**config.mk**
```make
export PLATFORM = sky130hd
export DESIGN_NAME = mcf_shared_fifo
export DESIGN_NICKNAME = d
export VERILOG_FILES = /design/src/rtl/mcf_pkg.sv /design/src/rtl/mcf_ram.sv /design/src/rtl/mcf_chan.sv /design/src/rtl/mcf_shared_fifo.sv
export SDC_FILE = /design/constraint.sdc
export NUM_CORES = 1
export LEC_CHECK = 0
export BUFFER_PORTS_ARGS = -buffer_cell sky130_fd_sc_hd__buf_2
export CAP_MARGIN = 20
export CORE_UTILIZATION = 65
export CTS_CLUSTER_SIZE = 30
export DETAILED_ROUTE_END_ITERATION = 6
export PLACE_DENSITY = 0.91
export SLEW_MARGIN = 40
export SYNTH_ARGS = -nofsm -noshare
export SYNTH_HDL_FRONTEND = slang
export SYNTH_SLANG_ARGS = --single-unit
```
**constraint.sdc**
```tcl
create_clock -name clk -period 10.39 [get_ports clk]
set_clock_uncertainty 0.1 [all_clocks]
set_input_delay 3.117 -clock clk [delete_from_list [all_inputs] [get_ports clk]]
set_output_delay 3.117 -clock clk [all_outputs]
set_load 0.01 [all_outputs]
```
**src/rtl/mcf_pkg.sv**
```systemverilog
// Shared types for the multi-channel shared-memory FIFO.
// Assumes nothing beyond SystemVerilog-2017 package support.
package mcf_pkg;
    // Offsets of the threshold registers in the register port
    typedef enum logic [2:0] {
        REG_AF1  = 3'd0,
        REG_AF2  = 3'd1,
        REG_AE1  = 3'd2,
        REG_AE2  = 3'd3,
        REG_SECT = 3'd4
    } csr_reg_e;

    localparam int N_THR = 5;

    // Index width that never drops below one bit
    function automatic int idx_w(input int n);
        return (n > 1) ? $clog2(n) : 1;
    endfunction
endpackage

```
**src/rtl/mcf_ram.sv**
```systemverilog
// Single-clock storage shared by all channel segments.
// One write port, one asynchronous read port; no reset of contents.
module mcf_ram #(
    parameter int WORD_W = 11,
    parameter int AW     = 5
) (
    input  logic              clk,
    input  logic              we,
    input  logic [AW-1:0]     waddr,
    input  logic [WORD_W-1:0] wdata,
    input  logic [AW-1:0]     raddr,
    output logic [WORD_W-1:0] rdata
);
    localparam int WORDS = 2 ** AW;

    logic [WORD_W-1:0] mem [WORDS];

    // Store one beat per cycle
    always_ff @(posedge clk) begin
        if (we) mem[waddr] <= wdata;
    end

    assign rdata = mem[raddr];
endmodule

```
**src/rtl/mcf_chan.sv**
```systemverilog
// Pointer set of one channel segment: write, committed-write and read.
// Assumes the caller never writes while full nor reads while unavailable,
// and that packets fit within one segment when PKT_BUF is set.
module mcf_chan #(
    parameter int ADDR_W   = 3,
    parameter int PKT_BUF  = 1,
    parameter int DROP_ERR = 1
) (
    input  logic              clk,
    input  logic              rst_n,
    input  logic              wr_en,
    input  logic              wr_eop,
    input  logic              wr_err,
    input  logic              rd_en,
    input  logic [ADDR_W:0]   sect_thr,
    output logic [ADDR_W-1:0] wr_addr,
    output logic [ADDR_W-1:0] rd_addr,
    output logic [ADDR_W:0]   fill,
    output logic              full,
    output logic              avail
);
    localparam int PW    = ADDR_W + 1;
    localparam int DEPTH = 2 ** ADDR_W;
    localparam bit PKT   = (PKT_BUF != 0);
    localparam bit DROP  = PKT && (DROP_ERR != 0);

    logic [PW-1:0] wr_ptr, cmt_ptr, rd_ptr;
    logic          bad;
    logic          drop;

    assign fill    = wr_ptr - rd_ptr;
    assign full    = (fill == PW'(DEPTH));
    assign wr_addr = wr_ptr[ADDR_W-1:0];
    assign rd_addr = rd_ptr[ADDR_W-1:0];
    assign drop    = DROP && wr_en && wr_eop && (bad || wr_err);

    // Advance pointers, commit finished packets, roll back dropped ones
    always_ff @(posedge clk) begin
        if (!rst_n) begin
            wr_ptr  <= '0;
            cmt_ptr <= '0;
            rd_ptr  <= '0;
            bad     <= 1'b0;
        end else begin
            if (rd_en) rd_ptr <= rd_ptr + 1'b1;
            if (wr_en) begin
                if (drop) begin
                    wr_ptr <= cmt_ptr;
                end else begin
                    wr_ptr <= wr_ptr + 1'b1;
                    if (!PKT || wr_eop) cmt_ptr <= wr_ptr + 1'b1;
                end
                if (wr_eop)      bad <= 1'b0;
                else if (wr_err) bad <= 1'b1;
            end
        end
    end

    // Offer data: whole packets in packet mode, else past the section level
    always_comb begin
        if (PKT) avail = (cmt_ptr != rd_ptr);
        else     avail = (fill != '0) && (fill >= sect_thr);
    end
endmodule

```
**src/rtl/mcf_shared_fifo.sv**
```systemverilog
// Multi-channel FIFO over one shared RAM with a fixed segment per channel.
// Sink beats go to the segment of snk_chan; the source shows the head of the
// requested channel. A register port holds thresholds and reports fill levels.
// Assumes ERR_W >= 1 and N_CH a power of two up to 16.
module mcf_shared_fifo
    import mcf_pkg::*;
#(
    parameter int N_CH     = 4,
    parameter int ADDR_W   = 3,
    parameter int DATA_W   = 8,
    parameter int ERR_W    = 1,
    parameter int PKT_BUF  = 1,
    parameter int DROP_ERR = 1,
    parameter int USE_REQ  = 1,
    parameter int N_AF     = 2,
    parameter int N_AE     = 2,
    localparam int CH_W    = idx_w(N_CH),
    localparam int PW      = ADDR_W + 1,
    localparam int CSR_AW  = ((CH_W > 3) ? CH_W : 3) + 1
) (
    input  logic              clk,
    input  logic              rst_n,
    input  logic              snk_valid,
    output logic              snk_ready,
    input  logic [DATA_W-1:0] snk_data,
    input  logic [CH_W-1:0]   snk_chan,
    input  logic              snk_sop,
    input  logic              snk_eop,
    input  logic [ERR_W-1:0]  snk_err,
    input  logic              req_valid,
    input  logic [CH_W-1:0]   req_chan,
    input  logic              src_ready,
    output logic              src_valid,
    output logic [DATA_W-1:0] src_data,
    output logic [CH_W-1:0]   src_chan,
    output logic              src_sop,
    output logic              src_eop,
    output logic [ERR_W-1:0]  src_err,
    input  logic              csr_write,
    input  logic [CSR_AW-1:0] csr_addr,
    input  logic [PW-1:0]     csr_wdata,
    output logic [PW-1:0]     csr_rdata,
    output logic [N_CH-1:0]   af1,
    output logic [N_CH-1:0]   af2,
    output logic [N_CH-1:0]   ae1,
    output logic [N_CH-1:0]   ae2
);
    localparam int NSLOT  = 2 ** CH_W;
    localparam int DEPTH  = 2 ** ADDR_W;
    localparam int WORD_W = DATA_W + ERR_W + 2;
    localparam int MEM_AW = CH_W + ADDR_W;

    logic [ADDR_W-1:0] wr_addr [NSLOT];
    logic [ADDR_W-1:0] rd_addr [NSLOT];
    logic [PW-1:0]     fill    [NSLOT];
    logic [NSLOT-1:0]  full_v, avail_v;
    logic [NSLOT*PW-1:0] fill_flat;
    logic [PW-1:0]     thr [N_THR];
    logic [CH_W-1:0]   sel_ch;
    logic              req_ok, acc, fire;
    logic [WORD_W-1:0] rword;
    logic [2:0]        csr_idx;

    assign sel_ch    = (USE_REQ != 0) ? req_chan : '0;
    assign req_ok    = (USE_REQ != 0) ? req_valid : 1'b1;
    assign snk_ready = !full_v[snk_chan];
    assign acc       = snk_valid && snk_ready;
    assign src_valid = req_ok && avail_v[sel_ch];
    assign fire      = src_valid && src_ready;
    assign src_chan  = sel_ch;
    assign {src_sop, src_eop, src_err, src_data} = rword;

    // One pointer set per real channel; padding slots look full and empty
    for (genvar i = 0; i < NSLOT; i++) begin : g_slot
        if (i < N_CH) begin : g_ch
            mcf_chan #(.ADDR_W(ADDR_W), .PKT_BUF(PKT_BUF), .DROP_ERR(DROP_ERR)) u_chan (
                .clk      (clk),
                .rst_n    (rst_n),
                .wr_en    (acc && (snk_chan == CH_W'(i))),
                .wr_eop   (snk_eop),
                .wr_err   (|snk_err),
                .rd_en    (fire && (sel_ch == CH_W'(i))),
                .sect_thr (thr[REG_SECT]),
                .wr_addr  (wr_addr[i]),
                .rd_addr  (rd_addr[i]),
                .fill     (fill[i]),
                .full     (full_v[i]),
                .avail    (avail_v[i])
            );
        end else begin : g_pad
            assign wr_addr[i] = '0;
            assign rd_addr[i] = '0;
            assign fill[i]    = '0;
            assign full_v[i]  = 1'b1;
            assign avail_v[i] = 1'b0;
        end
        assign fill_flat[i*PW +: PW] = fill[i];
    end

    mcf_ram #(.WORD_W(WORD_W), .AW(MEM_AW)) u_ram (
        .clk   (clk),
        .we    (acc),
        .waddr ({snk_chan, wr_addr[snk_chan]}),
        .wdata ({snk_sop, snk_eop, snk_err, snk_data}),
        .raddr ({sel_ch, rd_addr[sel_ch]}),
        .rdata (rword)
    );

    assign csr_idx = csr_addr[2:0];

    // Threshold registers: reset defaults, written through the register port
    always_ff @(posedge clk) begin
        if (!rst_n) begin
            thr[REG_AF1]  <= PW'(DEPTH);
            thr[REG_AF2]  <= PW'(DEPTH - 2);
            thr[REG_AE1]  <= '0;
            thr[REG_AE2]  <= PW'(2);
            thr[REG_SECT] <= PW'(1);
        end else if (csr_write && !csr_addr[CSR_AW-1] && (csr_idx <= 3'd4)) begin
            thr[csr_idx] <= csr_wdata;
        end
    end

    // Register read: fill levels in the upper half, thresholds in the lower
    always_comb begin
        if (csr_addr[CSR_AW-1])   csr_rdata = fill[csr_addr[CH_W-1:0]];
        else if (csr_idx <= 3'd4) csr_rdata = thr[csr_idx];
        else                      csr_rdata = '0;
    end

    // Warning flags per channel, each pair present only when enabled
    for (genvar i = 0; i < N_CH; i++) begin : g_flag
        assign af1[i] = (N_AF >= 1) && (fill[i] >= thr[REG_AF1]);
        assign af2[i] = (N_AF >= 2) && (fill[i] >= thr[REG_AF2]);
        assign ae1[i] = (N_AE >= 1) && (fill[i] <= thr[REG_AE1]);
        assign ae2[i] = (N_AE >= 2) && (fill[i] <= thr[REG_AE2]);
    end
endmodule

```
==> results of run 1 <==
==> cell type report <==
type	count	area (um2)	share of cell area
sequential	424	12210	0.5636
multi-input combinational	658	6913	0.3190
clock buffer	54	1095	0.05053
timing repair buffer	100	634.4	0.02928
tap	390	488.0	0.02252
clock inverter	21	166.4	0.007680
inverter	42	157.7	0.007276
antenna	1	2.502	0.0001155
==> worst min-delay path by stage <==
stage / endpoint / depth (start not counted)
floorplan: g_slot[3].g_ch.u_chan.cmt_ptr[0]$_SDFFE_PN0P_ / 2
global placement: g_slot[3].g_ch.u_chan.cmt_ptr[0]$_SDFFE_PN0P_ / 2
detailed placement: g_slot[3].g_ch.u_chan.cmt_ptr[0]$_SDFFE_PN0P_ / 2
CTS: g_slot[3].g_ch.u_chan.cmt_ptr[0]$_SDFFE_PN0P_ / 2
global route: g_slot[3].g_ch.u_chan.cmt_ptr[0]$_SDFFE_PN0P_ / 2
finish: g_slot[3].g_ch.u_chan.cmt_ptr[0]$_SDFFE_PN0P_ / 2
==> power by group <==
group / leakage [nW] / internal [mW] / total (mW) / switching [mW]
Clock: 0.613 / 0.797 / 1.43 / 0.635
Combinational: 3.27 / 0.0902 / 0.237 / 0.147
Sequential: 3.78 / 1.87 / 1.88 / 0.0125
Total: 7.66 / 2.76 / 3.55 / 0.795
==> stage by stage <==
| stage | util | power (mW) | hold slack [ps] | instance area (um2) |
|---|---|---|---|---|
| after floorplan | - | 2.053 | 362.0 | 19530 |
| after global placement | 0.6857 | 2.129 | 378.3 | 20320 |
| after detailed placement | 0.6881 | 2.147 | 385.6 | 20390 |
| after CTS | 0.7306 | 3.555 | 397.7 | 21650 |
| after global routing | 0.7310 | 3.639 | 416.5 | 21670 |
| final | 0.7311 | 3.551 | 401.7 | 21670 |
==> flip-flops by register name, indices dropped and copies added, names as in the netlist <==
| register | count |
|---|---|
| g_slot.g_ch.u_chan.bad | 4 |
| g_slot.g_ch.u_chan.cmt_ptr | 16 |
| g_slot.g_ch.u_chan.rd_ptr | 16 |
| g_slot.g_ch.u_chan.wr_ptr | 16 |
| thr | 20 |
| u_ram.mem | 352 |
==> per-layer routing <==
metal / up-vias / GRT usage / share of wire
met5: - / 0 / 0.00042
met1: 5819 / 0.4351 / 0.36
met2: 808 / 0.5714 / 0.51
met3: 129 / 0.05325 / 0.10
li1: 4871 / - / -
met4: 4 / 0.1112 / 0.033
==> cells by family (layout without fill, tap and decap cells) <==
kind of cell               Yosys count  count (layout)  synth area share
AOI/OAI and AO/OA                  103             103           0.03203
xor gates and xnor gates            40              40           0.01794
adders and majority gates           88              88           0.05791
buffers and inverters               95             217           0.02550
DFF                                424             424            0.6252
muxes                              169             169            0.1746
other                                0               1                 0
and+or+nand+nor                    258             258           0.06682
==> layout by cell type (no fill, tap or decap), types with 11 or more instances in the layout <==
cell	n
mux2i_1	35
o21ai_0	29
xor2_1	26
mux2_2	11
nor3_1	20
xnor2_1	12
mux4_1	44
buf_2	63
clkbuf_16	41
nand2_1	43
nand3_1	33
ha_1	84
clkbuf_1	11
mux4_2	77
nor2b_1	19
dfxtp_1	52
edfxtp_1	372
nand2b_1	32
nor2_1	61
buf_4	33
inv_1	41
a21oi_1	38
==> worst max-delay path, stage by stage <==
cell    delay, ps
buf_2         470
mux4_4        450
buf_4         490
mux4_1        680
mux4_2        510
mux2_2        330
buf_2         160
==> impl_metrics.env, run 1 <==
export IMPL_status="finished clean"
export IMPL_ys_seq_area_frac=0.6252
export IMPL_die_y_um=175.3
export IMPL_grt_pass1_wl_um=73960
export IMPL_post_place_ws_ps=1025
export IMPL_grt_max_degree=60
export IMPL_cts_hold_buf=0
export IMPL_fillers=1708
export IMPL_power_density_nw_per_um2=163.9
export IMPL_final_min_clock_period_ps=9454
export IMPL_syn_area_per_cell_um2=16.59
export IMPL_p_leak_nw=7.663
export IMPL_ys_ff_latch=424
export IMPL_fmax_mhz=105.8
export IMPL_startpoint_type="primary input"
export IMPL_grt_pass1_vias=11780
export IMPL_ant_nets=0
export IMPL_min_path_type="reg -> reg"
export IMPL_clock_latency_ps=530
export IMPL_antenna_found_initial=3
export IMPL_relSlewSlack=0.4023
export IMPL_syn_area_um2=19530
export IMPL_rr_endpoint="u_ram.mem[22][3]$_DFFE_PP_"
export IMPL_drive_gt1_frac=0.2017
export IMPL_worstPathArrival_ps=6240
export IMPL_nets=1384
export IMPL_critPathKind="in -> out"
export IMPL_syn_nets=1294
export IMPL_ys_flop_type="edfxtp_1"
export IMPL_drc=0
export IMPL_cp_max_fo=29
export IMPL_routed_wl_um=49770
export IMPL_slew_viol_final=0
export IMPL_grt_total_usage=0.3322
export IMPL_vias_per_cell=6.882
export IMPL_initial_utilization=0.6590
export IMPL_vias=11630
export IMPL_r2r_slack_ps=5560
export IMPL_rsz0062_at_grt="no"
export IMPL_crit_end="src_err"
export IMPL_synth_area_top_cells="edfxtp_1 57%, mux4_2 9.1%, mux4_1 5.9%"
export IMPL_maxCapViolCount=0
export IMPL_die_area_um2=30750
export IMPL_cts_buffers=41
export IMPL_critPathLaunch="req_chan[0]"
export IMPL_area_growth_pct=10.94
export IMPL_finalNonFillerCells=1690
export IMPL_vdd_drop_max_v=0.0001390
export IMPL_syn_inst=1177
export IMPL_worst_slack_ps=936.4
export IMPL_synth_edf_count=372
export IMPL_place_congestion=0.8817
export IMPL_portBuffers=63
export IMPL_htree_levels=2
export IMPL_drt_iter0_markers=1267
export IMPL_placedCellCount=1613
export IMPL_netlist_top_cells_count="372 x edfxtp_1, 84 x ha_1, 79 x mux4_2, 62 x nor2_1, 52 x dfxtp_1"
export IMPL_finalHoldViolations=0
export IMPL_rr_worst_depth=10
export IMPL_yosysTopAreaCellShare=0.5719
export IMPL_rr_startpoint="g_slot[3].g_ch.u_chan.rd_ptr[0]$_SDFFE_PN0P_"
export IMPL_setup_viol=0
export IMPL_post_cts_buffers=0
export IMPL_wl_per_cell_um=29.45
export IMPL_yosysWarningCount=0
export IMPL_core_area_um2=29640
export IMPL_crit_path_end_kind="primary output"
export IMPL_clk_pin_slew_ps=60
export IMPL_hpwl_um=29390
export IMPL_ys_async_sr_fraction=0
export IMPL_post_cts_resized=0
export IMPL_clock_sinks=424
export IMPL_pin_count=64
export IMPL_grt_ovfl_total=0
export IMPL_hold_start="g_slot[3].g_ch.u_chan.cmt_ptr[0]$_SDFFE_PN0P_"
export IMPL_tightest_slew_ps=895.5
export IMPL_cts_root_buffer="clkbuf_16"
export IMPL_cts_tree="yes"
export IMPL_cp_required_ps=7170
export IMPL_dieWidth_um=175.3
export IMPL_ctsLongestPathBuffers=3
export IMPL_first_pass_iters=5
export IMPL_synth_top_area_cell="edfxtp_1"
export IMPL_fin_crit_sh=0.9099
export IMPL_setup_tns_ps=0
export IMPL_core_rowCount=63
export IMPL_yosysMostFrequentCell="edfxtp_1"
export IMPL_synth_distinct_cells=57
No activity file was read; power rests on OpenSTA's default activity.
==> run 2, diff against run 1 <==
--- a/config.mk
+++ b/config.mk
@@ -10,6 +10,7 @@
 export CORE_UTILIZATION = 65
 export CTS_CLUSTER_SIZE = 30
 export DETAILED_ROUTE_END_ITERATION = 6
+export MAX_ROUTING_LAYER = met4
 export PLACE_DENSITY = 0.91
 export SLEW_MARGIN = 40
 export SYNTH_ARGS = -nofsm -noshare
==> run 2 against run 1 <==
  * Critical path type unchanged
  * Wire length is 0.12% higher
  * Final area is essentially flat
  * Setup slack better by 15 ps
  * Maximum frequency up 0.16%
  * Highest routed layer is now met4
  * Sequential power hardly changed
  * Count of clock-buffer cells in the layout is the same
  * Total power hardly changed
  * The flow now finishes with violations (design-rule violations)
==> impl_metrics.env, run 2 (synthesis gave the netlist of run 1 again) <==
export IMPL_cts_root_buffer="clkbuf_16"
export IMPL_regMostFlops="u_ram.mem"
export IMPL_finalHoldViolations=0
export IMPL_cp_cell_sequence="buf_2 -> mux4_4 -> buf_4 -> mux4_1 -> mux4_2 -> mux2_2 -> buf_2"
export IMPL_worstPathArrival_ps=6220
export IMPL_p_seq_frac=0.529
export IMPL_critPathKind="in -> out"
export IMPL_grt_pass1_wl_um=74030
export IMPL_routed_wl_um=49840
export IMPL_fillers=1706
export IMPL_setup_tns_ps=0
export IMPL_final_min_clock_period_ps=9439
export IMPL_rr_worst_depth=10
export IMPL_grt_total_usage=0.3429
export IMPL_htree_levels=2
export IMPL_cp_depth=7
export IMPL_dieWidth_um=175.3
export IMPL_cp_max_fo=29
export IMPL_first_pass_iters=7
export IMPL_place_congestion=0.8970
export IMPL_ctsLongestPathBuffers=3
export IMPL_path_delay_family="multiplexers"
export IMPL_vdd_drop_max_v=0.0001395
export IMPL_core_area_um2=29640
export IMPL_status="finished with violations"
export IMPL_min_path_type="reg -> reg"
export IMPL_drc=1
export IMPL_cp_required_ps=7170
export IMPL_hpwl_um=29390
export IMPL_power_density_nw_per_um2=164.0
export IMPL_vias_per_cell=6.940
export IMPL_slew_viol_final=0
export IMPL_portBuffers=63
export IMPL_crit_path_end_kind="primary output"
export IMPL_maxCapViolCount=0
export IMPL_grt_ovfl_total=0
export IMPL_biggestRegsByFlops="u_ram.mem: 352 flops, thr: 20 flops"
export IMPL_drt_iter0_markers=1327
export IMPL_cts_tree="yes"
export IMPL_max_stage_delay_ps=680
export IMPL_tightest_slew_ps=865.1
export IMPL_nets=1384
export IMPL_grt_max_degree=60
export IMPL_die_y_um=175.3
export IMPL_clock_latency_ps=530
export IMPL_wl_per_cell_um=29.47
export IMPL_startpoint_type="primary input"
export IMPL_post_cts_buffers=0
export IMPL_rsz0062_at_grt="no"
export IMPL_path_common_cell="buf_2"
export IMPL_drive_gt1_frac=0.2017
export IMPL_pin_count=64
export IMPL_ant_nets=0
export IMPL_clock_sinks=424
export IMPL_p_clk_frac=0.404
export IMPL_path_buf_inv=3
export IMPL_relSlewSlack=0.4226
export IMPL_layout_commonest_cell="edfxtp_1"
export IMPL_antenna_found_initial=2
export IMPL_cts_buffers=41
export IMPL_mostFrequentLayoutCells="372 x edfxtp_1, 84 x ha_1, 77 x mux4_2, 63 x buf_2, 61 x nor2_1"
export IMPL_p_leak_nw=7.663
export IMPL_vias=11740
export IMPL_setup_viol=0
export IMPL_p_int_mw=2.756
export IMPL_largest_reg_flops=352
export IMPL_grt_pass1_vias=11730
export IMPL_clk_pin_slew_ps=70
export IMPL_violations="design-rule violations"
export IMPL_cpMaxStageDelayCell="mux4_1"
export IMPL_post_cts_resized=0
export IMPL_fmax_mhz=105.9
export IMPL_fin_crit_sh=0.9085
export IMPL_core_rowCount=63
export IMPL_cts_hold_buf=0
export IMPL_comb_power_share=0.067
export IMPL_initial_utilization=0.6590
export IMPL_p_switching_mw=0.7981
export IMPL_area_growth_pct=10.95
export IMPL_whs_path_depth=2
export IMPL_p_sw_frac=0.2246
export IMPL_final_util=0.7312
export IMPL_die_area_um2=30750
## run 2: cell count changes in the layout (fill, tap and decap cells not counted), sizes merged
cell   before  now
diode       1    2
## run 2: layout make-up
class	count	area, um2	share of cell area
repair buffers	100	634.4	0.02927
clock inverters	21	166.4	0.007679
inverters	42	157.7	0.007275
flip-flops and latches	424	12210	0.5635
well taps	390	488.0	0.02252
clock buffers	54	1095	0.05052
diodes	2	5.005	0.0002309
multi-input cells	658	6913	0.3190
## run 2: worst paths after layout
check                                                                    from                                           end  slack (ps)
worst max-delay path                                              req_chan[0]                                       src_err         950
worst min-delay path            g_slot[3].g_ch.u_chan.cmt_ptr[0]$_SDFFE_PN0P_  g_slot[3].g_ch.u_chan.wr_ptr[0]$_SDFFE_PN0P_         400
worst max register to register   g_slot[3].g_ch.u_chan.rd_ptr[0]$_SDFFE_PN0P_                    u_ram.mem[22][3]$_DFFE_PP_        5560
worst min register to register  g_slot[3].g_ch.u_chan.cmt_ptr[0]$_SDFFE_PN0P_  g_slot[3].g_ch.u_chan.wr_ptr[0]$_SDFFE_PN0P_         400
## run 2: power groups by stage
stage	clock network, mW	logic (mW)	registers (mW)
3_3_place_gp	0	0.213	1.92
5_1_grt	1.50	0.255	1.88
3_5_place_dp	0	0.230	1.92
4_1_cts	1.44	0.234	1.88
6_report	1.44	0.237	1.88
2_1_floorplan	0	0.141	1.91
## run 2: routing by layer
metal | track usage | part of all wire | vias to the layer above
met3 | 0.04935 | 0.093 | 112
met5 | - | 0 | -
met1 | 0.4387 | 0.37 | 5945
li1 | - | - | 4874
met4 | 0.1076 | 0.029 | 0
met2 | 0.5729 | 0.51 | 804
## run 2: worst reg2reg max path: cells and delay by family (launching register included)
family,cells,cell delay (ps)
buf+inv,2,330
flops,1,530
simple gates,4,1630
fa+ha+maj,2,680
compound gates,1,500
xor+xnor,1,670
## run 2: stage by stage
step	hold slack [ps]	worst slack (ps)	instance area, um2	instances	power (mW)
floorplan	362.0	1912	19530	1177	2.053
global placement	378.3	1179	20320	1612	2.129
detailed placement	385.6	1025	20390	1613	2.147
CTS	397.7	993.4	21650	1688	3.555
global route	416.5	883.1	21670	1691	3.638
finish	397.6	951.1	21670	1691	3.554
